### config.mk
export PLATFORM = sky130hd
export DESIGN_NAME = mdrv_supervisor
export DESIGN_NICKNAME = d
export VERILOG_FILES = /design/src/rtl/mdrv_sup_pkg.sv /design/src/rtl/mdrv_ocp_chan.sv /design/src/rtl/mdrv_pwr_seq.sv /design/src/rtl/mdrv_supervisor.sv
export SDC_FILE = /design/constraint.sdc
export NUM_CORES = 1
export LEC_CHECK = 0
export BUFFER_PORTS_ARGS = -buffer_cell sky130_fd_sc_hd__clkbuf_2
export CORE_MARGIN = 2
export CORE_UTILIZATION = 62
export DETAILED_ROUTE_END_ITERATION = 8
export PLACE_DENSITY = 0.95
export RECOVER_POWER = 100
export SETUP_SLACK_MARGIN = 0.1
export SYNTH_ARGS = -nofsm -noshare
export SYNTH_HDL_FRONTEND = slang
export SYNTH_HIERARCHICAL = 1
export SYNTH_SLANG_ARGS = --single-unit
export TNS_END_PERCENT = 30
### constraint.sdc
create_clock -name clk -period 3.9 [get_ports clk]
set_input_delay 0.39 -clock clk [delete_from_list [all_inputs] [get_ports clk]]
set_output_delay 0.39 -clock clk [all_outputs]
set_load 0.05 [all_outputs]
### src/rtl/mdrv_sup_pkg.sv
package mdrv_sup_pkg;

  // Power sequencing states
  typedef enum logic [1:0] {
    PS_ACTIVE     = 2'd0,
    PS_SLEEP_WAIT = 2'd1,
    PS_ASLEEP     = 2'd2,
    PS_WAKE_WAIT  = 2'd3
  } pwr_state_e;

  // Per-bridge overcurrent states
  typedef enum logic {
    OC_WATCH = 1'b0,
    OC_HOLD  = 1'b1
  } oc_state_e;

endpackage

### src/rtl/mdrv_ocp_chan.sv
module mdrv_ocp_chan
  import mdrv_sup_pkg::*;
#(
  parameter int unsigned DGL_CYC   = 8,
  parameter int unsigned RETRY_CYC = 64
) (
  input  logic clk,
  input  logic rst_n,
  input  logic clr_i,
  input  logic ilim_i,
  output logic trip_o
);

  localparam int unsigned MAXC = (DGL_CYC > RETRY_CYC) ? DGL_CYC : RETRY_CYC;
  localparam int unsigned CW   = $clog2(MAXC + 1);
  localparam logic [CW-1:0] DGL_LAST   = CW'(DGL_CYC - 1);
  localparam logic [CW-1:0] RETRY_LAST = CW'(RETRY_CYC - 1);

  oc_state_e     st_q, st_d;
  logic [CW-1:0] cnt_q, cnt_d;
  logic          upd_en;

  always_comb begin
    st_d  = st_q;
    cnt_d = cnt_q;
    if (clr_i) begin
      st_d  = OC_WATCH;
      cnt_d = '0;
    end else if (st_q == OC_WATCH) begin
      if (!ilim_i) begin
        cnt_d = '0;
      end else if (cnt_q == DGL_LAST) begin
        st_d  = OC_HOLD;
        cnt_d = '0;
      end else begin
        cnt_d = cnt_q + 1'b1;
      end
    end else begin
      if (cnt_q == RETRY_LAST) begin
        st_d  = OC_WATCH;
        cnt_d = '0;
      end else begin
        cnt_d = cnt_q + 1'b1;
      end
    end
  end

  assign upd_en = (st_d != st_q) || (cnt_d != cnt_q);

  always_ff @(posedge clk or negedge rst_n) begin
    if (!rst_n) begin
      st_q  <= OC_WATCH;
      cnt_q <= '0;
    end else if (upd_en) begin
      st_q  <= st_d;
      cnt_q <= cnt_d;
    end
  end

  assign trip_o = (st_q == OC_HOLD);

  // a trip is always preceded by a high current-limit sample
  a_r1_trip_needs_ilim: assert property (@(posedge clk) disable iff (!rst_n)
    $rose(trip_o) |-> $past(ilim_i));

  // a low sample while watching never leads to a trip
  a_r2_low_blocks_trip: assert property (@(posedge clk) disable iff (!rst_n)
    (!trip_o && !ilim_i) |=> !trip_o);

  // the retry count stays inside its window
  a_r3_retry_bound: assert property (@(posedge clk) disable iff (!rst_n)
    trip_o |-> (cnt_q <= RETRY_LAST));

endmodule

### src/rtl/mdrv_pwr_seq.sv
module mdrv_pwr_seq
  import mdrv_sup_pkg::*;
#(
  parameter int unsigned SLEEP_CYC = 16,
  parameter int unsigned WAKE_CYC  = 32
) (
  input  logic clk,
  input  logic rst_n,
  input  logic clr_i,
  input  logic sleep_n_i,
  output logic drive_en_o,
  output logic reg_on_o,
  output logic wake_stb_o
);

  localparam int unsigned MAXC = (SLEEP_CYC > WAKE_CYC) ? SLEEP_CYC : WAKE_CYC;
  localparam int unsigned CW   = $clog2(MAXC + 1);
  localparam logic [CW-1:0] SLEEP_LAST = CW'(SLEEP_CYC - 1);
  localparam logic [CW-1:0] WAKE_LAST  = CW'(WAKE_CYC - 1);

  pwr_state_e    st_q, st_d;
  logic [CW-1:0] cnt_q, cnt_d;
  logic          stb_q, stb_d;

  always_comb begin
    st_d  = st_q;
    cnt_d = cnt_q;
    stb_d = 1'b0;
    if (clr_i) begin
      st_d  = PS_ASLEEP;
      cnt_d = '0;
    end else begin
      case (st_q)
        PS_ACTIVE: begin
          if (!sleep_n_i) begin
            st_d  = PS_SLEEP_WAIT;
            cnt_d = '0;
          end
        end
        PS_SLEEP_WAIT: begin
          if (sleep_n_i) begin
            st_d  = PS_ACTIVE;
            cnt_d = '0;
          end else if (cnt_q == SLEEP_LAST) begin
            st_d  = PS_ASLEEP;
            cnt_d = '0;
          end else begin
            cnt_d = cnt_q + 1'b1;
          end
        end
        PS_ASLEEP: begin
          if (sleep_n_i) begin
            st_d  = PS_WAKE_WAIT;
            cnt_d = '0;
          end
        end
        default: begin
          if (!sleep_n_i) begin
            st_d  = PS_ASLEEP;
            cnt_d = '0;
          end else if (cnt_q == WAKE_LAST) begin
            st_d  = PS_ACTIVE;
            cnt_d = '0;
            stb_d = 1'b1;
          end else begin
            cnt_d = cnt_q + 1'b1;
          end
        end
      endcase
    end
  end

  always_ff @(posedge clk or negedge rst_n) begin
    if (!rst_n) begin
      st_q  <= PS_ASLEEP;
      cnt_q <= '0;
      stb_q <= 1'b0;
    end else begin
      st_q  <= st_d;
      cnt_q <= cnt_d;
      stb_q <= stb_d;
    end
  end

  assign drive_en_o = (st_q == PS_ACTIVE) || (st_q == PS_SLEEP_WAIT);
  assign reg_on_o   = (st_q != PS_ASLEEP);
  assign wake_stb_o = stb_q;

  // the strobe lasts a single cycle
  a_r9_strobe_single: assert property (@(posedge clk) disable iff (!rst_n)
    wake_stb_o |=> !wake_stb_o);

  // the strobe only follows a sustained wake request
  a_r9_strobe_after_req: assert property (@(posedge clk) disable iff (!rst_n)
    wake_stb_o |-> ($past(sleep_n_i) && drive_en_o));

  // driving only starts once the regulator was already on
  a_r8_reg_before_drive: assert property (@(posedge clk) disable iff (!rst_n)
    $rose(drive_en_o) |-> $past(reg_on_o));

endmodule

### src/rtl/mdrv_supervisor.sv
module mdrv_supervisor
  import mdrv_sup_pkg::*;
#(
  parameter int unsigned NUM_BRIDGE    = 2,
  parameter int unsigned OCP_DGL_CYC   = 8,
  parameter int unsigned OCP_RETRY_CYC = 64,
  parameter int unsigned SLEEP_DLY_CYC = 16,
  parameter int unsigned WAKE_DLY_CYC  = 32
) (
  input  logic                  clk,
  input  logic                  rst_n,
  input  logic                  uv_i,
  input  logic                  ot_i,
  input  logic [NUM_BRIDGE-1:0] ilim_i,
  input  logic                  sleep_n_i,
  output logic [NUM_BRIDGE-1:0] bridge_off_o,
  output logic                  fault_n_o,
  output logic                  reg_en_o,
  output logic                  logic_rst_o,
  output logic                  wake_stb_o
);

  logic                  uv_q, ot_q;
  logic [NUM_BRIDGE-1:0] trip;
  logic                  drive_en, reg_on;

  always_ff @(posedge clk or negedge rst_n) begin
    if (!rst_n) begin
      uv_q <= 1'b0;
      ot_q <= 1'b0;
    end else begin
      uv_q <= uv_i;
      ot_q <= ot_i;
    end
  end

  for (genvar b = 0; b < NUM_BRIDGE; b++) begin : g_bridge
    mdrv_ocp_chan #(
      .DGL_CYC   (OCP_DGL_CYC),
      .RETRY_CYC (OCP_RETRY_CYC)
    ) u_ocp (
      .clk    (clk),
      .rst_n  (rst_n),
      .clr_i  (uv_q),
      .ilim_i (ilim_i[b]),
      .trip_o (trip[b])
    );
  end

  mdrv_pwr_seq #(
    .SLEEP_CYC (SLEEP_DLY_CYC),
    .WAKE_CYC  (WAKE_DLY_CYC)
  ) u_pwr (
    .clk        (clk),
    .rst_n      (rst_n),
    .clr_i      (uv_q),
    .sleep_n_i  (sleep_n_i),
    .drive_en_o (drive_en),
    .reg_on_o   (reg_on),
    .wake_stb_o (wake_stb_o)
  );

  always_comb begin
    for (int b = 0; b < NUM_BRIDGE; b++) begin
      bridge_off_o[b] = uv_q | ot_q | trip[b] | ~drive_en;
    end
  end

  assign fault_n_o   = ~(uv_q | ot_q | (|trip));
  assign reg_en_o    = reg_on & ~uv_q;
  assign logic_rst_o = uv_q;

  // over-temperature stops every bridge and flags a fault
  a_r5_thermal_stop: assert property (@(posedge clk) disable iff (!rst_n)
    $past(rst_n && ot_i) |-> (&bridge_off_o && !fault_n_o));

  // undervoltage shuts everything down
  a_r6_uv_shutdown: assert property (@(posedge clk) disable iff (!rst_n)
    $past(rst_n && uv_i) |-> (logic_rst_o && !reg_en_o && &bridge_off_o && !fault_n_o));

  // the flag is released as soon as no fault source remains
  a_r10_flag_unlatched: assert property (@(posedge clk) disable iff (!rst_n)
    ($past(rst_n && !uv_i && !ot_i) && (trip == '0)) |-> fault_n_o);

  // no bridge is driven while the regulator is off
  a_r8_no_drive_unpowered: assert property (@(posedge clk) disable iff (!rst_n)
    !reg_en_o |-> &bridge_off_o);

endmodule

After elaboration in Yosys (flattened, before gate mapping) --
Cells that the tools add are included.
Cells by class: bitwise gates (word level) 10, reduce and logical (&&, ||, !) cells 8, equality and inequality tests 17, mux-type cells 40, add/sub/neg operators 3
Operator list (number):
- 2-to-1 mux 7 bit | 10
- 2-to-1 mux 6 bit | 7
- one-hot mux 6 bit (3 select lines) | 1
- adder 7 x 1 -> 7 bit, second input constant | 2
- equality test 7 x 3 -> 1 bit, second input constant | 2
- equality test 7 x 6 -> 1 bit, second input constant | 2
- 2-to-1 mux 1 bit | 14
- 2-to-1 mux 2 bit | 7
- inequality test 7 bit | 2
- adder 6 x 1 -> 6 bit, second input constant | 1
- equality test 6 x 4 -> 1 bit, second input constant | 1
- equality test 6 x 5 -> 1 bit, second input constant | 1
- inequality test 3 bit, second input constant | 2
- bitwise OR 1 bit | 6
- one-hot mux 2 bit (3 select lines) | 1
- inequality test 5 x 1 -> 1 bit, second input constant | 1
- inequality test 4 x 3 -> 1 bit, second input constant | 1
- AND reduction 4 bit | 1
- logical OR 1 bit | 3
- inverter 1 bit | 3
- OR reduction 3 bit | 1
- equality test 2 x 1 -> 1 bit, second input constant | 1
- equality test 2 bit, second input constant | 1
- zero test 2 bit | 1
- 5 further kinds | 6
Word-level totals: logic and storage cells 87, register bits 27, output and inout port bits 6, input port bits 7

Longest topological paths before layout --
Gate-level depths: netlist of run 1.
depth in word-level cells 7, depth in mapped cells 5, mapped depth without buffers 5

By module --
The synthesis of run 1 kept the hierarchy.
Modules (own cells, without submodules):
- mdrv_ocp_chan | cells each 37, area an instance 402.9 µm², seq. area each 200.2 µm², instances 2
- mdrv_pwr_seq | cells each 56, area an instance 536.8 µm², seq. area each 226.5 µm², instances 1
- mdrv_supervisor | cells each 6, area an instance 85.1 µm², seq. area each 50.0 µm², instances 1

Worst setup path before layout of run 1 --
OpenSTA, ideal clock, no wires.
path kind flip-flop to output port, from register uv_q, in the netlist logic_rst_o, to output fault_n_o, setup slack 1215 ps, buffers on the path 0, stages on the path, launching flop included 2, data arrival time 2295 ps, data required time 3510 ps, path through dfrtp_1 -> nor4_1
On the way: cells in the longest elaborated chain, start to end 3
RTL lines:
- start, declared | RTL line mdrv_supervisor.sv:23 | logic uv_q, ot_q;
- start signal, assigned | RTL line mdrv_supervisor.sv:32 | uv_q <= uv_i;
- bitwise OR 1 bit (2 in a row) | RTL line mdrv_supervisor.sv:69 | assign fault_n_o = ~(uv_q | ot_q | (|trip));
- inverter 1 bit | RTL line mdrv_supervisor.sv:69
- end, declared | RTL line mdrv_supervisor.sv:17 | output logic fault_n_o,
No other way between the ends.

Worst setup path after layout of run 1 --
from register uv_q, in the netlist logic_rst_o, to output bridge_off_o[1]
On the way: cells in the longest elaborated chain, start to end 3
RTL lines:
- bitwise OR 1 bit (3 in a row) | RTL line mdrv_supervisor.sv:65 | bridge_off_o[b] = uv_q | ot_q | trip[b] | ~drive_en;
- end, declared | RTL line mdrv_supervisor.sv:16 | output logic [NUM_BRIDGE-1:0] bridge_off_o,
No other way between the ends.

==> metrics, run 1 <==
die extent in x 52.0 microns; top cell type's share of synthesized area 45.6%; CP Cell Sequence or4b_1 > clkbuf_1; worst min path class in2reg; Least-Margin Pin Slew 1.43 ns; PD cells 293 nW/um^2; Placed Cells 174; Worst-path clk slew 0.15 ns; Period Utilization, post-route 56.6%; r2r startpoint u_pwr/cnt_q[0]; First-pass DRT Iterations 4; CTS root buf clkbuf_4; RR Endpoint u_pwr/cnt_q[3]; Placer Congestion 0.851; largest area contributor in the netlist dfrtp_1; VDD IR-drop max 199 uV; fin crit period 2.21 ns; setup TNS 0 ns; Longest Clk Path Bufs 2; Non-Filler Instances 178; worst hold endpoint ot_q; cell depth of the worst setup path 2; arrival time of the worst setup path 1.82 ns; Initial Util 65.2%; vias in the first global route 1127; post-synthesis sequential area ratio 47.4%; crit-path max cell delay 0.61 ns; Worst Path Required 3.51 ns; Leak 0.619 nW; Max Fclk 453 MHz; YS warnings 6; max-cap check violation count 0; cell family with most CP delay flip-flops; Overflow after GRT 0; initial antenna violation count 0; Final ANT Viol Nets 0; CP Class reg2out; Via density 6.48; Die Ht 52.0 microns; hold path start ot_i; ranking of synthesized cells by area dfrtp_1 (46%), nor3_1 (3.5%), nand3_1 (3.2%); Global Route Usage Sum 23.5%; synthesized net count 146; Final Hold Viols 0; Critical Path Slowest Stage Cell dfrtp_1; Synth Instances 136; Iteration-0 DRC Markers 27; slew margin rel. 4.95%; synth-to-layout area growth 4.91%; clk sinks 27; CTS buffer count 3; vias 1154; FF+latch count, synth 27; row cnt 17; CP max FO 18; Routed WL 2870 microns; RSZ-0062 raised after global routing false; IO Port Bufs 12; first-pass GRT wire length 4800 microns; dpl hpwl 2100 microns; Synth cell types 42; hold depth 1; htree depth 1; R2R setup slack 1.97 ns; Post-CTS Hold Buffers 0; Max Slew Vio Count 0; R2R cell count 5; PostCTS Resize Cnt 0; die area 2700 sq um; crit path launch type flip-flop; layout cell share with drive strength beyond 1 12.0%; status finished, final reports clean; # IOs 13; WP buf/inv 1; Clock Latency Late Sink 0.32 ns; pin count of the biggest net entering global routing 28; layout net count 161; Post-Route Skew 0.0114 ns; final setup fails 0; n_diodes 0; Post-CTS Setup Repair Bufs 0; Worst Setup End Kind primary output; DRC viols 0; CTS tree built; Cell Area, Synth 1430 sq um; Core Region 2190 sq um; drt wl/cell 16.1 microns; syn_area_per_cell 10.5 sq um
[worst register-to-register path: stages (launching register included)]
cell	delay [ns]
dfrtp_1	0.44
ha_1	0.22
nand3_1	0.18
o311ai_0	0.65
nor2_1	0.12
a211o_1	0.24
[where the power goes]
part           total (mW)  leakage, nW  switching, mW  internal [mW]
sequential          0.290        0.364        0.00615          0.284
clock               0.117       0.0177         0.0784         0.0383
combinational      0.0313        0.237         0.0224        0.00885
[per-stage QoR]
stage | power, mW | area, sq um | utilization (%) | hold slack (ns) | setup WS, ns
finish | 0.438 | 1500 | 68.4 | 0.173 | 1.69
CTS | 0.446 | 1530 | 70.0 | 0.0852 | 1.73
floorplan | 0.313 | 1430 | - | 0.0944 | 1.22
global route | 0.457 | 1500 | 68.4 | 0.154 | 1.60
global placement | 0.327 | 1510 | 68.8 | 0.438 | 2.17
detailed placement | 0.329 | 1510 | 68.8 | 0.449 | 2.11
[sequential cells by signal, indices dropped and copies added (netlist names)]
signal	count
ot_q	1
u_pwr/wake_stb_o	1
g_bridge.u_ocp/cnt_q	14
u_pwr/cnt_q	6
u_pwr/st_q	2
g_bridge.u_ocp/trip_o	2
logic_rst_o	1
[layer usage]
layer | global-route usage (%) | wire length, microns | up-vias
li1 | - | - | 540
met1 | 30.4 | 1270 | 573
met2 | 40.5 | 1450 | 37
met3 | 2.87 | 123 | 4
met4 | 8.33 | 25 | 0
met5 | 0 | 0 | -
[Yosys cell counts (all sizes together)]
library cell  count
xor2              5
nor4              4
and2b             2
ha                3
a31o              1
or4b              2
a211o             1
nand4             1
or3               5
o22ai             2
o21bai            2
a211oi            2
buf               2
nor3b             6
a311oi            2
o311ai            1
nor3             10
and3b             2
o41ai             1
o21ai             8
nand2            11
or2               1
dfrtp            26
nand3            12
o2bb2ai           2
or2b              2
nor2b             1
a31oi             2
xnor2             2
a21oi             1
a21o              2
and3              1
dfstp             1
nor2              6
inv               2
nand4b            2
[kinds of logic (layout without fill, tap and decap cells)]
family | after synthesis | after routing | share of synthesized area, %
adders and majority gates | 3 | 3 | 2.63
AOI/OAI and AO/OA | 27 | 27 | 15.1
xor gates and xnor gates | 7 | 7 | 4.82
buffers and inverters | 4 | 18 | 1.67
and+or+nand+nor | 68 | 68 | 28.4
DFF | 27 | 27 | 47.4
[cell usage in the layout (no fill, tap or decap), types with 3 or more instances in the layout]
| cell type | n |
|---|---|
| clkbuf_1 | 7 |
| clkbuf_2 | 5 |
| clkbuf_4 | 3 |
| dfrtp_1 | 26 |
| ha_1 | 3 |
| nand2_1 | 11 |
| nand3_1 | 10 |
| nor2_1 | 6 |
| nor3_1 | 10 |
| nor3b_1 | 6 |
| nor4_1 | 4 |
| o21ai_0 | 7 |
| or3_1 | 5 |
| xor2_1 | 5 |
[how the worst max path moves through the flow]
stage | startpoint | end | slack [ns]
final | logic_rst_o | bridge_off_o[1] | 1.69
after global routing | logic_rst_o | bridge_off_o[1] | 1.60
after CTS | logic_rst_o | bridge_off_o[1] | 1.73
after detailed placement | logic_rst_o | bridge_off_o[1] | 2.11
after global placement | logic_rst_o | bridge_off_o[0] | 2.17
after floorplan | logic_rst_o | fault_n_o | 1.22
[layout make-up]
type,count,area (sq um)
multi-input cells,105,699
flip-flops and latches,27,677
inverters,2,7.51
repair buffers,12,51.3
well taps,28,35.0
clock inverters,1,5.00
fillers,166,693
clock buffers,3,22.5
No activity file was read; power rests on OpenSTA's default activity.
==> run 2, diff against run 1 <==
--- a/config.mk
+++ b/config.mk
@@ -7,9 +7,9 @@
 export LEC_CHECK = 0
 export BUFFER_PORTS_ARGS = -buffer_cell sky130_fd_sc_hd__clkbuf_2
 export CORE_MARGIN = 2
-export CORE_UTILIZATION = 62
+export CORE_UTILIZATION = 52
 export DETAILED_ROUTE_END_ITERATION = 8
-export PLACE_DENSITY = 0.95
+export PLACE_DENSITY = 0.86
 export RECOVER_POWER = 100
 export SETUP_SLACK_MARGIN = 0.1
 export SYNTH_ARGS = -nofsm -noshare
==> constraint.sdc (replaced) <==
create_clock -name clk -period 1.8 [get_ports clk]
set_input_delay 0.18 -clock clk [delete_from_list [all_inputs] [get_ports clk]]
set_output_delay 0.18 -clock clk [all_outputs]
set_load 0.05 [all_outputs]
==> run 2 against run 1 <==
  * Count of clock-buffer cells in the layout up 1
  * Critical path depth unchanged
  * Critical endpoint is now bridge_off_o[0]
  * Register-to-register slack worse by 1.8 ns
  * Hold slack worse by 0.0075 ns
  * Sequential power up 120%
  * Sequential share of layout area down 3.6 points
  * Core utilization down 4.3 points
  * Largest cell class unchanged
  * First-iteration DRC count up 85%
  * Clock power up 120%
==> metrics, run 2 (synthesis gave the netlist of run 1 again) <==
status finished, final reports clean; Clk network pwr share 26.6%; synth-to-layout area growth 14.3%; layout net count 174; Critical Path Slowest Stage Cell or4b_1; Leak 0.698 nW; Sw Ratio 24.5%; worst min path class in2reg; Via density 6.23; Int Pwr 732 uW; PD cells 594 nW/um^2; drt wl/cell 15.6 microns; R2R cell count 5; RSZ-0062 raised after global routing true; arrival time of the worst setup path 1.53 ns; IO Port Bufs 12; Routed WL 3010 microns; most common cell after layout, fill and taps aside dfrtp_1; initial antenna violation count 0; Longest Clk Path Bufs 2; DRC viols 0; die extent in x 56.4 microns; cell family with most CP delay simple AND/OR/NAND/NOR gates; Period Utilization, post-route 94.8%; biggest regs g_bridge.u_ocp/cnt_q x14, u_pwr/cnt_q x6; htree depth 1; Max Fclk 586 MHz; Util after Layout 64.1%; Max Slew Vio Count 0; Critical Path Start g_bridge[0].u_ocp/trip_o; CTS buffer count 3; first-pass GRT wire length 4950 microns; R2R setup slack 0.18 ns; pin count of the biggest net entering global routing 28; Least-Margin Pin Slew 0.661 ns; layout cell share with drive strength beyond 1 22.1%; Placer Congestion 0.820; RR Endpoint u_pwr/cnt_q[5]; crit path launch type flip-flop; row cnt 18; First-pass DRT Iterations 5; cell depth of the worst setup path 2; n_diodes 0; Worst Path Required 1.62 ns; CTS tree built; fin crit period 1.71 ns; Post-Route Skew 0.00349 ns; r2r startpoint u_pwr/st_q[1]; vias 1202; Worst-path clk slew 0.14 ns; Clock Latency Late Sink 0.31 ns; setup ws final 0.0937 ns; Worst Setup End Kind primary output; VDD IR-drop max 388 uV; # IOs 13; Die Ht 56.4 microns; Final ANT Viol Nets 0; die area 3180 sq um; CP Cell Sequence or4b_1 > clkbuf_4; setup TNS 0 ns; pre-CTS setup slack 0.241 ns; Biggest register g_bridge.u_ocp/cnt_q; CP max FO 5; sw power 237 uW; Initial Util 56.1%; clk sinks 27; Overflow after GRT 0; CP Capture Point bridge_off_o[0]; vias in the first global route 1099; Seq pwr share 64.4%; Iteration-0 DRC Markers 50; crit-path max cell delay 0.53 ns; CTS root buf clkbuf_4; Comb power frac 9.0%; WP buf/inv 1; CP Class reg2out; max-cap check violation count 0; Final Hold Viols 0; Global Route Usage Sum 19.1%; Core Region 2540 sq um; dpl hpwl 2030 microns; most frequent cells in the layout dfrtp_1 (25), nand2_1 (11), nor3_1 (10), clkbuf_2 (10), nand3_1 (9); Largest register FFs 14; final setup fails 0; slew margin rel. 55.9%
-- run 2: how the worst min path moves through the flow --
stage,startpoint,endpoint,slack (ns),depth (start not counted)
6_report,sleep_n_i,u_pwr/wake_stb_o,0.17,3
5_1_grt,ilim_i[1],g_bridge[1].u_ocp/trip_o,0.18,3
4_1_cts,sleep_n_i,u_pwr/wake_stb_o,0.15,3
3_5_place_dp,rst_n,u_pwr/wake_stb_o,0.24,1
3_3_place_gp,rst_n,u_pwr/wake_stb_o,0.24,1
2_1_floorplan,rst_n,g_bridge[0].u_ocp/cnt_q[0],-0.12,0
-- run 2: metal layers --
| layer | part of all wire [%] | global-route usage (%) | vias up |
|---|---|---|---|
| met5 | 0 | 0 | - |
| met4 | 1.2 | 4.08 | 0 |
| met3 | 3.8 | 2.07 | 4 |
| met2 | 50 | 31.6 | 37 |
| met1 | 45 | 27.2 | 592 |
| li1 | - | - | 569 |
-- run 2: worst reg2reg max path, stage by stage (launching register included) --
cell and delay [ns]:
dfstp_1 0.56, clkbuf_2 0.20, xnor2_2 0.19, o311ai_2 0.19, nor4_1 0.31, a21o_1 0.12
-- run 2: power groups by stage --
stage	clock network [mW]	registers (mW)	logic, mW
2_1_floorplan	0	0.642	0.0381
3_5_place_dp	0	0.638	0.0773
3_3_place_gp	0	0.637	0.0756
4_1_cts	0.258	0.627	0.0825
5_1_grt	0.292	0.626	0.0964
6_report	0.258	0.624	0.0869
-- run 2: layout make-up --
type                       instances  area [sq um]
sequential                        27           678
multi-input combinational        105           719
inverter                           2          7.51
tap                               30          37.5
fill                             203           913
clock buffer                       4          26.3
timing repair buffer              25           163
-- run 2: through the flow --
step	power, mW	cells	cell area, sq um	hold WS (ns)
final	0.969	193	1630	0.166
after detailed placement	0.715	177	1530	0.242
after floorplan	0.680	136	1440	-0.116
after global routing	1.01	193	1630	0.176
after global placement	0.713	177	1530	0.236
after CTS	0.968	185	1600	0.150
-- run 2: repair_timing --
action / CTS / global route
hold endpoints to repair: 28 / 0
endpoints found under the setup margin: 3 / 4
buffers inserted: 1 / 8
hold buffers: 3 / 0
gates resized for setup: 3 / 6
==> run 3, diff against run 2 <==
--- a/config.mk
+++ b/config.mk
@@ -8,8 +8,9 @@
 export BUFFER_PORTS_ARGS = -buffer_cell sky130_fd_sc_hd__clkbuf_2
 export CORE_MARGIN = 2
 export CORE_UTILIZATION = 52
+export CTS_CLUSTER_SIZE = 24
 export DETAILED_ROUTE_END_ITERATION = 8
-export PLACE_DENSITY = 0.86
+export PLACE_DENSITY = 0.74
 export RECOVER_POWER = 100
 export SETUP_SLACK_MARGIN = 0.1
 export SYNTH_ARGS = -nofsm -noshare
==> run 3 against run 2 <==
  * Clock skew is 0.0029 ns higher
  * Design area is 0.69% lower
  * Non-clock buffer count is 3 lower
  * Combinational power hardly changed
==> metrics, run 3 (synthesis gave the netlist of run 1 again) <==
status finished, final reports clean; Post-Route Skew 0.00637 ns; arrival time of the worst setup path 1.49 ns; R2R setup slack 0.20 ns; dpl hpwl 1890 microns; row cnt 18; Max Fclk 597 MHz; PD cells 592 nW/um^2; area of the multi-input gates 726 sq um; CP Cell Sequence or4b_1 > clkbuf_4; first-pass GRT wire length 4700 microns; VDD IR-drop max 419 uV; First-pass DRT Iterations 4; Final Hold Viols 0; Core Region 2540 sq um; Final ANT Viol Nets 0; initial antenna violation count 0; crit-path max cell delay 0.52 ns; Largest register FFs 14; Non-Filler Instances 190; synth-to-layout area growth 13.5%; Longest Clk Path Bufs 2; final setup fails 0; htree depth 1; Worst Setup End Kind primary output; clk sinks 27; layout net count 171; Overflow after GRT 0; placed instance area 1540 sq um; Max Slew Vio Count 0; vias 1128; Worst Path Required 1.62 ns; most frequent cells in the layout dfrtp_1 (23), nand2_1 (11), nand3_1 (10), nor3_1 (10); die area 3180 sq um; Worst-path clk slew 0.14 ns; max-cap check violation count 0; Period Utilization, post-route 93.1%; hold path start ilim_i[0]; drt wl/cell 13.8 microns; Leak 0.681 nW; CTS root buf clkbuf_4; Critical Path Slowest Stage Cell or4b_1; FF+latch area 681 sq um; CTS buffer count 3; Least-Margin Pin Slew 0.657 ns; Clock Latency Late Sink 0.31 ns; CP Class reg2out; # IOs 13; die extent in x 56.4 microns; biggest regs g_bridge.u_ocp/cnt_q x14, u_pwr/cnt_q x6; Global Route Usage Sum 18.4%; pin count of the biggest net entering global routing 28; Finished Cell Area 1620 sq um; IO Port Bufs 12; R2R cell count 5; hold depth 3; r2r startpoint u_pwr/cnt_q[0]; crit path launch type flip-flop; RR Endpoint u_pwr/cnt_q[3]; hold slack 0.142 ns; CP max FO 3; Placer Congestion 0.821; fillcell total 215; Die Ht 56.4 microns; vias in the first global route 1138; Iteration-0 DRC Markers 31; Placed Cells 178; n_diodes 0; CTS tree built; worst min path class in2reg; layout cell share with drive strength beyond 1 22.5%; DRC viols 0; Routed WL 2620 microns; Biggest register g_bridge.u_ocp/cnt_q; Via density 5.94; fin crit period 1.67 ns; slew margin rel. 56.2%; most common cell after layout, fill and taps aside dfrtp_1; RSZ-0062 raised after global routing true; worst hold endpoint g_bridge[0].u_ocp/trip_o; Initial Util 56.1%; setup TNS 0 ns
-- run 3: cell count changes in the layout (fill, tap and decap cells not counted), sizes merged --
cell / change
buf: +2
clkinv: +1
clkbuf: -6
-- run 3: worst max-delay path, delay by kind of cell, from the launching register on --
family,cells,cell delay [ns]
flops,1,0.44
buf+inv,1,0.22
simple gates,1,0.52
-- run 3: per-stage QoR --
step | total power, mW | worst slack [ns] | utilization (%)
after floorplan | 0.680 | 0.0626 | -
after global placement | 0.715 | 0.304 | 60.5
after detailed placement | 0.718 | 0.269 | 60.5
after CTS | 0.979 | 0.0452 | 64.3
after global routing | 1.01 | 0.0494 | 63.7
final | 0.959 | 0.125 | 63.7
-- run 3: how the worst max path moves through the flow --
stage | startpoint | slack, ns | end
after floorplan | logic_rst_o | 0.06 | bridge_off_o[0]
after global placement | u_pwr/cnt_q[0] | 0.30 | u_pwr/cnt_q[3]
after detailed placement | u_pwr/cnt_q[0] | 0.27 | u_pwr/cnt_q[3]
after CTS | g_bridge[1].u_ocp/trip_o | 0.05 | bridge_off_o[1]
after global routing | u_pwr/cnt_q[0] | 0.05 | u_pwr/cnt_q[3]
final | g_bridge[1].u_ocp/trip_o | 0.13 | bridge_off_o[1]
-- run 3: power by group --
part | switching, mW | internal, mW | total [mW] | leakage (nW)
combinational | 0.0562 | 0.0310 | 0.0872 | 0.303
sequential | 0.00874 | 0.615 | 0.624 | 0.360
clock | 0.165 | 0.0830 | 0.248 | 0.0177
-- run 3: what timing repair did --
action	4_1_cts	5_1_grt
gates resized for setup	5	6
pin swaps	0	0
endpoints found under the setup margin	3	4
buffers inserted	4	1
hold buffers	3	0
cloned	0	0
endpoints found under the hold margin	28	0
-- run 3: final cells by class --
type	instances	area share [%]
tap	30	2.32
sequential	27	42.0
inverter	2	0.463
clock buffer	3	1.39
timing repair buffer	22	8.73
multi-input combinational	105	44.8
clock inverter	1	0.309
-- run 3: layer usage --
layer | up-vias | global-route usage, % | part of all wire (%)
met3 | 6 | 2.53 | 2.6
met1 | 545 | 22.9 | 51
met2 | 17 | 31.3 | 45
li1 | 560 | - | -
met4 | 0 | 8.84 | 2.0
met5 | - | 0 | 0
